File: src/rtl/ctl_serial_pkg.sv
package ctl_serial_pkg;
  typedef enum logic [1:0] {
    PH_IDLE  = 2'd0,
    PH_WRITE = 2'd1,
    PH_READ  = 2'd2
  } ctl_phase_e;

  // positions of the pins inside the synchronised vector
  localparam int PIN_DIN  = 0;
  localparam int PIN_SCLK = 1;
  localparam int PIN_DIR  = 2;
  localparam int PIN_CS   = 3;
  localparam int PIN_MODE = 4;
  localparam int PIN_N    = 5;
endpackage

File: src/rtl/ctl_pin_sync.sv
module ctl_pin_sync #(
  parameter int W = 5,
  parameter int STAGES = 2,
  parameter logic [W-1:0] RST_VAL = '0
) (
  input  logic         clk,
  input  logic         rst_n,
  input  logic [W-1:0] din,
  output logic [W-1:0] dout
);
  for (genvar b = 0; b < W; b++) begin : g_bit
    logic [STAGES-1:0] chain;
    always_ff @(posedge clk or negedge rst_n) begin
      if (!rst_n) chain <= {STAGES{RST_VAL[b]}};
      else if (STAGES == 1) chain <= din[b];
      else chain <= {chain[STAGES-2:0], din[b]};
    end
    assign dout[b] = chain[STAGES-1];
  end
endmodule

File: src/rtl/ctl_pin_front.sv
module ctl_pin_front
  import ctl_serial_pkg::*;
#(
  parameter int STAGES = 2
) (
  input  logic       clk,
  input  logic       rst_n,
  input  logic       ser_clk,
  input  logic       ser_dir,
  input  logic       ser_cs,
  input  logic       ser_cs_mode,
  input  logic       ser_din,
  output logic       sclk_rise,
  output logic       sclk_fall,
  output logic       cs_act,
  output logic       cs_start,
  output logic       cs_end,
  output logic       dir_s,
  output logic       din_s,
  output ctl_phase_e phase
);
  localparam logic [PIN_N-1:0] PIN_RST = PIN_N'(1) << PIN_CS;

  logic [PIN_N-1:0] raw, syn;
  logic sclk_d, cs_act_d;

  always_comb begin
    raw = '0;
    raw[PIN_DIN]  = ser_din;
    raw[PIN_SCLK] = ser_clk;
    raw[PIN_DIR]  = ser_dir;
    raw[PIN_CS]   = ser_cs;
    raw[PIN_MODE] = ser_cs_mode;
  end

  ctl_pin_sync #(.W(PIN_N), .STAGES(STAGES), .RST_VAL(PIN_RST)) u_sync (
    .clk(clk), .rst_n(rst_n), .din(raw), .dout(syn)
  );

  // mode 0: low level selects; mode 1: high level selects
  assign cs_act    = syn[PIN_CS] ^ ~syn[PIN_MODE];
  assign dir_s     = syn[PIN_DIR];
  assign din_s     = syn[PIN_DIN];
  assign sclk_rise = syn[PIN_SCLK] & ~sclk_d;
  assign sclk_fall = ~syn[PIN_SCLK] & sclk_d;
  assign cs_start  = cs_act & ~cs_act_d;
  assign cs_end    = ~cs_act & cs_act_d;

  always_ff @(posedge clk or negedge rst_n) begin
    if (!rst_n) begin
      sclk_d   <= 1'b0;
      cs_act_d <= 1'b0;
      phase    <= PH_IDLE;
    end else begin
      sclk_d   <= syn[PIN_SCLK];
      cs_act_d <= cs_act;
      if (cs_start) phase <= dir_s ? PH_READ : PH_WRITE;
      else if (cs_end) phase <= PH_IDLE;
    end
  end
endmodule

File: src/rtl/ctl_wr_path.sv
module ctl_wr_path
  import ctl_serial_pkg::*;
#(
  parameter int CMD_W = 8,
  localparam int CNT_W = $clog2(CMD_W + 2)
) (
  input  logic             clk,
  input  logic             rst_n,
  input  logic             sclk_rise,
  input  logic             cs_act,
  input  logic             cs_start,
  input  logic             cs_end,
  input  logic             dir_s,
  input  logic             din_s,
  input  ctl_phase_e       phase,
  input  logic             cmd_ready,
  output logic [CMD_W-1:0] cmd_word,
  output logic             cmd_valid,
  output logic             commit,
  output logic             wr_shift,
  output logic [CNT_W-1:0] wr_cnt
);
  localparam logic [CNT_W-1:0] CNT_MAX  = '1;
  localparam logic [CNT_W-1:0] CNT_FULL = CNT_W'(CMD_W);

  logic [CMD_W-1:0] shreg;
  logic             dir_bad;
  logic             in_write;

  assign in_write = (phase == PH_WRITE) && cs_act;
  assign wr_shift = in_write && sclk_rise;
  assign commit   = cs_end && (phase == PH_WRITE) && !dir_bad && (wr_cnt == CNT_FULL);

  always_ff @(posedge clk or negedge rst_n) begin
    if (!rst_n) begin
      shreg   <= '0;
      wr_cnt  <= '0;
      dir_bad <= 1'b0;
    end else if (cs_start) begin
      shreg   <= '0;
      wr_cnt  <= '0;
      dir_bad <= 1'b0;
    end else begin
      if (wr_shift) begin
        shreg <= {shreg[CMD_W-2:0], din_s};
        if (wr_cnt != CNT_MAX) wr_cnt <= wr_cnt + 1'b1;
      end
      if (in_write && dir_s) dir_bad <= 1'b1;
    end
  end

  // output stream: latest commit wins, valid held until accepted
  always_ff @(posedge clk or negedge rst_n) begin
    if (!rst_n) begin
      cmd_word  <= '0;
      cmd_valid <= 1'b0;
    end else if (commit) begin
      cmd_word  <= shreg;
      cmd_valid <= 1'b1;
    end else if (cmd_valid && cmd_ready) begin
      cmd_valid <= 1'b0;
    end
  end
endmodule

File: src/rtl/ctl_rd_path.sv
module ctl_rd_path
  import ctl_serial_pkg::*;
#(
  parameter int STAT_W = 5,
  localparam int SH_W = $clog2(STAT_W + 2)
) (
  input  logic              clk,
  input  logic              rst_n,
  input  logic              sclk_fall,
  input  logic              cs_act,
  input  logic              cs_start,
  input  logic              dir_s,
  input  ctl_phase_e        phase,
  input  logic [STAT_W-1:0] status_word,
  output logic              ser_dout,
  output logic              ser_doe,
  output logic              rd_done
);
  localparam logic [SH_W-1:0] SH_FULL = SH_W'(STAT_W);

  logic [STAT_W-1:0] snap;
  logic [SH_W-1:0]   shifts;

  assign ser_doe  = (phase == PH_READ) && cs_act && dir_s;
  assign ser_dout = ser_doe && snap[STAT_W-1];
  assign rd_done  = (shifts == SH_FULL);

  always_ff @(posedge clk or negedge rst_n) begin
    if (!rst_n) begin
      snap   <= '0;
      shifts <= '0;
    end else if (cs_start) begin
      snap   <= dir_s ? status_word : '0;
      shifts <= '0;
    end else if (sclk_fall && (phase == PH_READ) && cs_act && !rd_done) begin
      snap   <= {snap[STAT_W-2:0], 1'b0};
      shifts <= shifts + 1'b1;
    end
  end
endmodule

File: src/rtl/ctl_serial_port.sv
module ctl_serial_port
  import ctl_serial_pkg::*;
#(
  parameter int CMD_W = 8,
  parameter int STAT_W = 5,
  parameter int SYNC_STAGES = 2,
  localparam int CNT_W = $clog2(CMD_W + 2)
) (
  input  logic              clk,
  input  logic              rst_n,
  input  logic              ser_clk,
  input  logic              ser_dir,
  input  logic              ser_cs,
  input  logic              ser_cs_mode,
  input  logic              ser_din,
  output logic              ser_dout,
  output logic              ser_doe,
  input  logic [STAT_W-1:0] status_word,
  output logic [CMD_W-1:0]  cmd_word,
  output logic              cmd_valid,
  input  logic              cmd_ready
);
  logic sclk_rise, sclk_fall, cs_act, cs_start, cs_end, dir_s, din_s;
  ctl_phase_e phase;
  logic commit, wr_shift, rd_done;
  logic [CNT_W-1:0] wr_cnt;

  ctl_pin_front #(.STAGES(SYNC_STAGES)) u_front (
    .clk(clk), .rst_n(rst_n),
    .ser_clk(ser_clk), .ser_dir(ser_dir), .ser_cs(ser_cs),
    .ser_cs_mode(ser_cs_mode), .ser_din(ser_din),
    .sclk_rise(sclk_rise), .sclk_fall(sclk_fall), .cs_act(cs_act),
    .cs_start(cs_start), .cs_end(cs_end), .dir_s(dir_s), .din_s(din_s),
    .phase(phase)
  );

  ctl_wr_path #(.CMD_W(CMD_W)) u_wr (
    .clk(clk), .rst_n(rst_n),
    .sclk_rise(sclk_rise), .cs_act(cs_act), .cs_start(cs_start),
    .cs_end(cs_end), .dir_s(dir_s), .din_s(din_s), .phase(phase),
    .cmd_ready(cmd_ready), .cmd_word(cmd_word), .cmd_valid(cmd_valid),
    .commit(commit), .wr_shift(wr_shift), .wr_cnt(wr_cnt)
  );

  ctl_rd_path #(.STAT_W(STAT_W)) u_rd (
    .clk(clk), .rst_n(rst_n),
    .sclk_fall(sclk_fall), .cs_act(cs_act), .cs_start(cs_start),
    .dir_s(dir_s), .phase(phase), .status_word(status_word),
    .ser_dout(ser_dout), .ser_doe(ser_doe), .rd_done(rd_done)
  );
endmodule

File: config.mk
export PLATFORM = sky130hd
export DESIGN_NAME = ctl_serial_port
export DESIGN_NICKNAME = d
export VERILOG_FILES = /design/src/rtl/ctl_serial_pkg.sv /design/src/rtl/ctl_pin_sync.sv /design/src/rtl/ctl_pin_front.sv /design/src/rtl/ctl_wr_path.sv /design/src/rtl/ctl_rd_path.sv /design/src/rtl/ctl_serial_port.sv
export SDC_FILE = /design/constraint.sdc
export NUM_CORES = 1
export LEC_CHECK = 0
export ABC_AREA = 0
export BUFFER_PORTS_ARGS = -buffer_cell sky130_fd_sc_hd__buf_4
export CAP_MARGIN = 20
export CORE_MARGIN = 2
export CORE_UTILIZATION = 55
export DETAILED_ROUTE_END_ITERATION = 12
export PLACE_DENSITY = 0.77
export SYNTH_ARGS = -nofsm -noshare
export SYNTH_HDL_FRONTEND = slang
export SYNTH_SLANG_ARGS = --single-unit
export TNS_END_PERCENT = 50
File: constraint.sdc
create_clock -name clk -period 2.1 [get_ports clk]
set_input_delay 0.315 -clock clk [delete_from_list [all_inputs] [get_ports clk]]
set_output_delay 0.315 -clock clk [all_outputs]
set_load 0.005 [all_outputs]
==> summary.txt <==
Clocking
  – Root buffer selected by CTS: clkbuf_4
  – CTS tree: yes
  – Clock transition at the registers of the reported paths: 120 ps
  – CTS max path bufs: 2
  – Number of sinks handled by clock tree synthesis: 44
  – H-Tree Depth: 2
  – Clock buffer count from CTS: 5
  – Clock network latency to the later pin of the worst-skew pair: between 300 and 400 ps

Logic synthesis
  – Number of unique standard cell types used by synthesis: 38
  – Cell count after synthesis: 138
  – Area of the mapped netlist: approximately 1800 um^2
  – Post-synthesis average cell area: around 13 um^2
  – Synth Warn #: 0
  – Syn nets: about 160
  – Share of the yosys chip area belonging to registers: 62.0%
  – Synth Register Bits: 44

Setup path
  – Crit Path Category: reg -> out
  – Kind of end point of the critical path: primary output
  – Maximum fanout count along the critical path: 7
  – Data required time at the worst endpoint: around 1800 ps
  – Nature of the critical path startpoint: flip-flop
  – WP data arrival: 1690 ps

Global route
  – Maximum number of pins on one net before global-route repair: 45
  – First-pass GRT wire length: 4900 um
  – Aggregate global-route resource usage: 18.8%
  – Residual overflow from global routing: 0
  – Via count of the first global-routing pass: around 1.1k
  – Number of antenna violations at the first check in global routing: 0

Finish
  – Highest-count cells in the layout ignoring fill and taps: dfrtp_1 (42), buf_4 (25), nand3_1 (10)
  – Share of final-layout standard cells stronger than drive strength 1: between 30% and 40%
  – Layout area overhead: 18.1%
  – Antenna cell count: 0
  – Most common cell after layout, fill and taps aside: dfrtp_1
  – Fin nets: 183
  – Number of filler instances in the final layout: 251
  – Final Instance Count excl. Fillers: 211

Detailed routing
  – Via count of the routed design: 1,157
  – Total wirelength of the detailed-routed design: 3100 um
  – Number of remaining DRC errors: 0
  – First-pass iteration count of the detailed router: 4
  – Iteration-0 DRC Markers: 55
  – Post-route antenna net violation count: 0
  – Routed length per instance: 14.7 um
  – DR vias/cell: 5.48

Power and ir drop
  – Leak pwr: approximately 1.0 nW
  – IR drop worst, VDD: approximately 0.00052 V
  – Total power divided by cell area: roughly 790 nW/um^2

Floorplanning
  – Row cnt: 20
  – Chip Width: 60.9 um
  – Starting Density: around 58%
  – Die boundary height: 60.9 um
  – Total Die Area: around 3700 um^2
  – Floorplan Core Area: 3080 um^2
  – I/O pins: 24

STA
  – Setup-violating endpoint count in the final report: 0
  – Final max-slew violation count: 0
  – Post-layout min period: 2010 ps
  – Setup Total Neg Slack: 0 ps
  – Worst slew slack as a fraction of its limit: around 53%
  – Worst clock skew: 4.23 ps
  – Final Hold Violating Endpoints: 0
  – RSZ-0062 raised after global routing: no
  – Crit share post-route: 95.6%
  – Timing-limited maximum frequency: 498 MHz
  – Actual slew at the worst max-slew pin: 709 ps

Run status
  – Run status: completed

Hold path
  – Worst min path class: in -> reg

Place
  – Detailed placer's ending HPWL: around 2100 um
  – Weighted congestion reported at the end of routability-driven placement: between 0.7 and 0.8
  – Port bufs: 23
  – Placed Instances: 201

Job
  – Number of max-cap violations: 0
stage by stage:
stage / total power, mW / utilization (%) / area (um^2) / hold slack [ps] / setup WS, ps
2_1_floorplan: 1.03 / - / 1780 / 19.4 / 599
3_3_place_gp: 1.09 / 64.3 / 1980 / 322 / 434
3_5_place_dp: 1.10 / 64.3 / 1980 / 332 / 364
4_1_cts: 1.67 / 67.7 / 2080 / 54.0 / 32.5
5_1_grt: 1.73 / 68.3 / 2100 / 33.4 / 1.20
6_report: 1.66 / 68.3 / 2100 / 63.1 / 92.1
sequential cells by signal (all words and copies together), names as in the netlist:
| signal | cells |
|---|---|
| u_wr.wr_cnt | 4 |
| u_front.cs_act_d | 1 |
| u_wr.cmd_valid | 1 |
| u_front.sclk_d | 1 |
| u_wr.dir_bad | 1 |
| u_front.phase | 2 |
| u_wr.cmd_word | 8 |
| u_front.u_sync.g_bit.chain | 10 |
| u_rd.snap | 5 |
| u_wr.shreg | 8 |
| u_rd.shifts | 3 |
worst paths after layout:
| check | slack (ps) | start | endpoint | cells after the start |
|---|---|---|---|---|
| max in group asynchronous | 1250 | rst_n | u_front.u_sync.g_bit[3].chain[0] | 2 |
| setup / recovery | 90 | u_front.u_sync.g_bit[3].chain[1] | ser_dout | 5 |
| hold reg to reg | 360 | u_front.u_sync.g_bit[4].chain[0] | u_front.u_sync.g_bit[4].chain[1] | 0 |
| setup reg to reg | 370 | u_front.u_sync.g_bit[3].chain[1] | u_wr.shreg[3] | 4 |
| min in group asynchronous | 480 | rst_n | u_rd.shifts[1] | 2 |
| hold / removal | 60 | ser_dir | u_front.u_sync.g_bit[2].chain[0] | 1 |
critical path, cell delays in order, from the launching register on:
cell and delay (ps):
dfstp_2 590, xor2_4 180, inv_2 100, and3_1 190, and2_1 150, buf_4 130
repair_timing:
item                       4_1_cts  5_1_grt
setup endpoints to repair        0        1
setup buffers                    0        1
hold endpoints to repair        42        0
gates resized for setup          0        1
hold buffers                     1        0
per-layer routing:
| layer | share of wire, % | track usage [%] |
|---|---|---|
| met1 | 44 | 21.6 |
| met2 | 50 | 32.7 |
| met3 | 4.5 | 4.48 |
| met4 | 2.3 | 9.32 |
| met5 | 0 | 0 |
cells by family after synthesis:
group | count (synthesis) | share of synthesized area, %
muxes | 11 | 6.75
adders and majority gates | 4 | 2.81
buffers and inverters | 12 | 3.51
AOI/OAI and AO/OA | 24 | 9.98
DFF | 44 | 62.0
and+or+nand+nor | 40 | 13.1
xor gates and xnor gates | 3 | 1.90
Yosys cell counts:
library cell	n	share of area [%]
and4bb_2	1	0.70
dfstp_2	2	3.0
nand4_1	2	0.70
xor2_2	1	0.91
or2_0	1	0.35
dfrtp_1	42	59
mux2i_1	3	1.7
and3_4	1	0.63
and3_1	1	0.35
nand2b_1	1	0.35
inv_1	6	1.3
xnor2_1	1	0.49
a22oi_1	1	0.42
a21boi_0	1	0.42
ha_1	4	2.8
nand3_1	10	2.8
nand4_2	1	0.70
inv_2	1	0.21
a311oi_1	1	0.49
a31oi_1	1	0.35
nand2_1	8	1.7
xor2_1	1	0.49
clkbuf_1	1	0.21
a32o_1	8	4.5
nor2_1	4	0.84
nor2b_1	4	1.4
a21oi_1	3	0.84
mux2_2	8	5.1
buf_2	2	0.56
buf_6	2	1.3
and4b_1	1	0.56
or3_1	1	0.35
o21ai_0	8	2.2
and2_1	1	0.35
nor2_4	1	0.63
nor3_1	1	0.28
nor2_2	1	0.35
a211oi_2	1	0.70
final cells by class:
class / instances / area, um^2 / area share, %
Tap cell: 44 / 55.1 / 2.62
Clock buffer: 7 / 65.1 / 3.09
Clock inverter: 1 / 30.0 / 1.43
Inverter: 7 / 26.3 / 1.25
Multi-Input combinational cell: 82 / 626 / 29.7
Timing Repair Buffer: 26 / 198 / 9.40
Sequential cell: 44 / 1100 / 52.5
report_power, final:
part           switching (mW)  leakage [nW]  internal (mW)
Combinational          0.0893         0.395         0.0631
Sequential             0.0392         0.576          0.898
Clock                   0.256        0.0515          0.316
Total                   0.384          1.02           1.28
(Power assumes the default switching activity.)
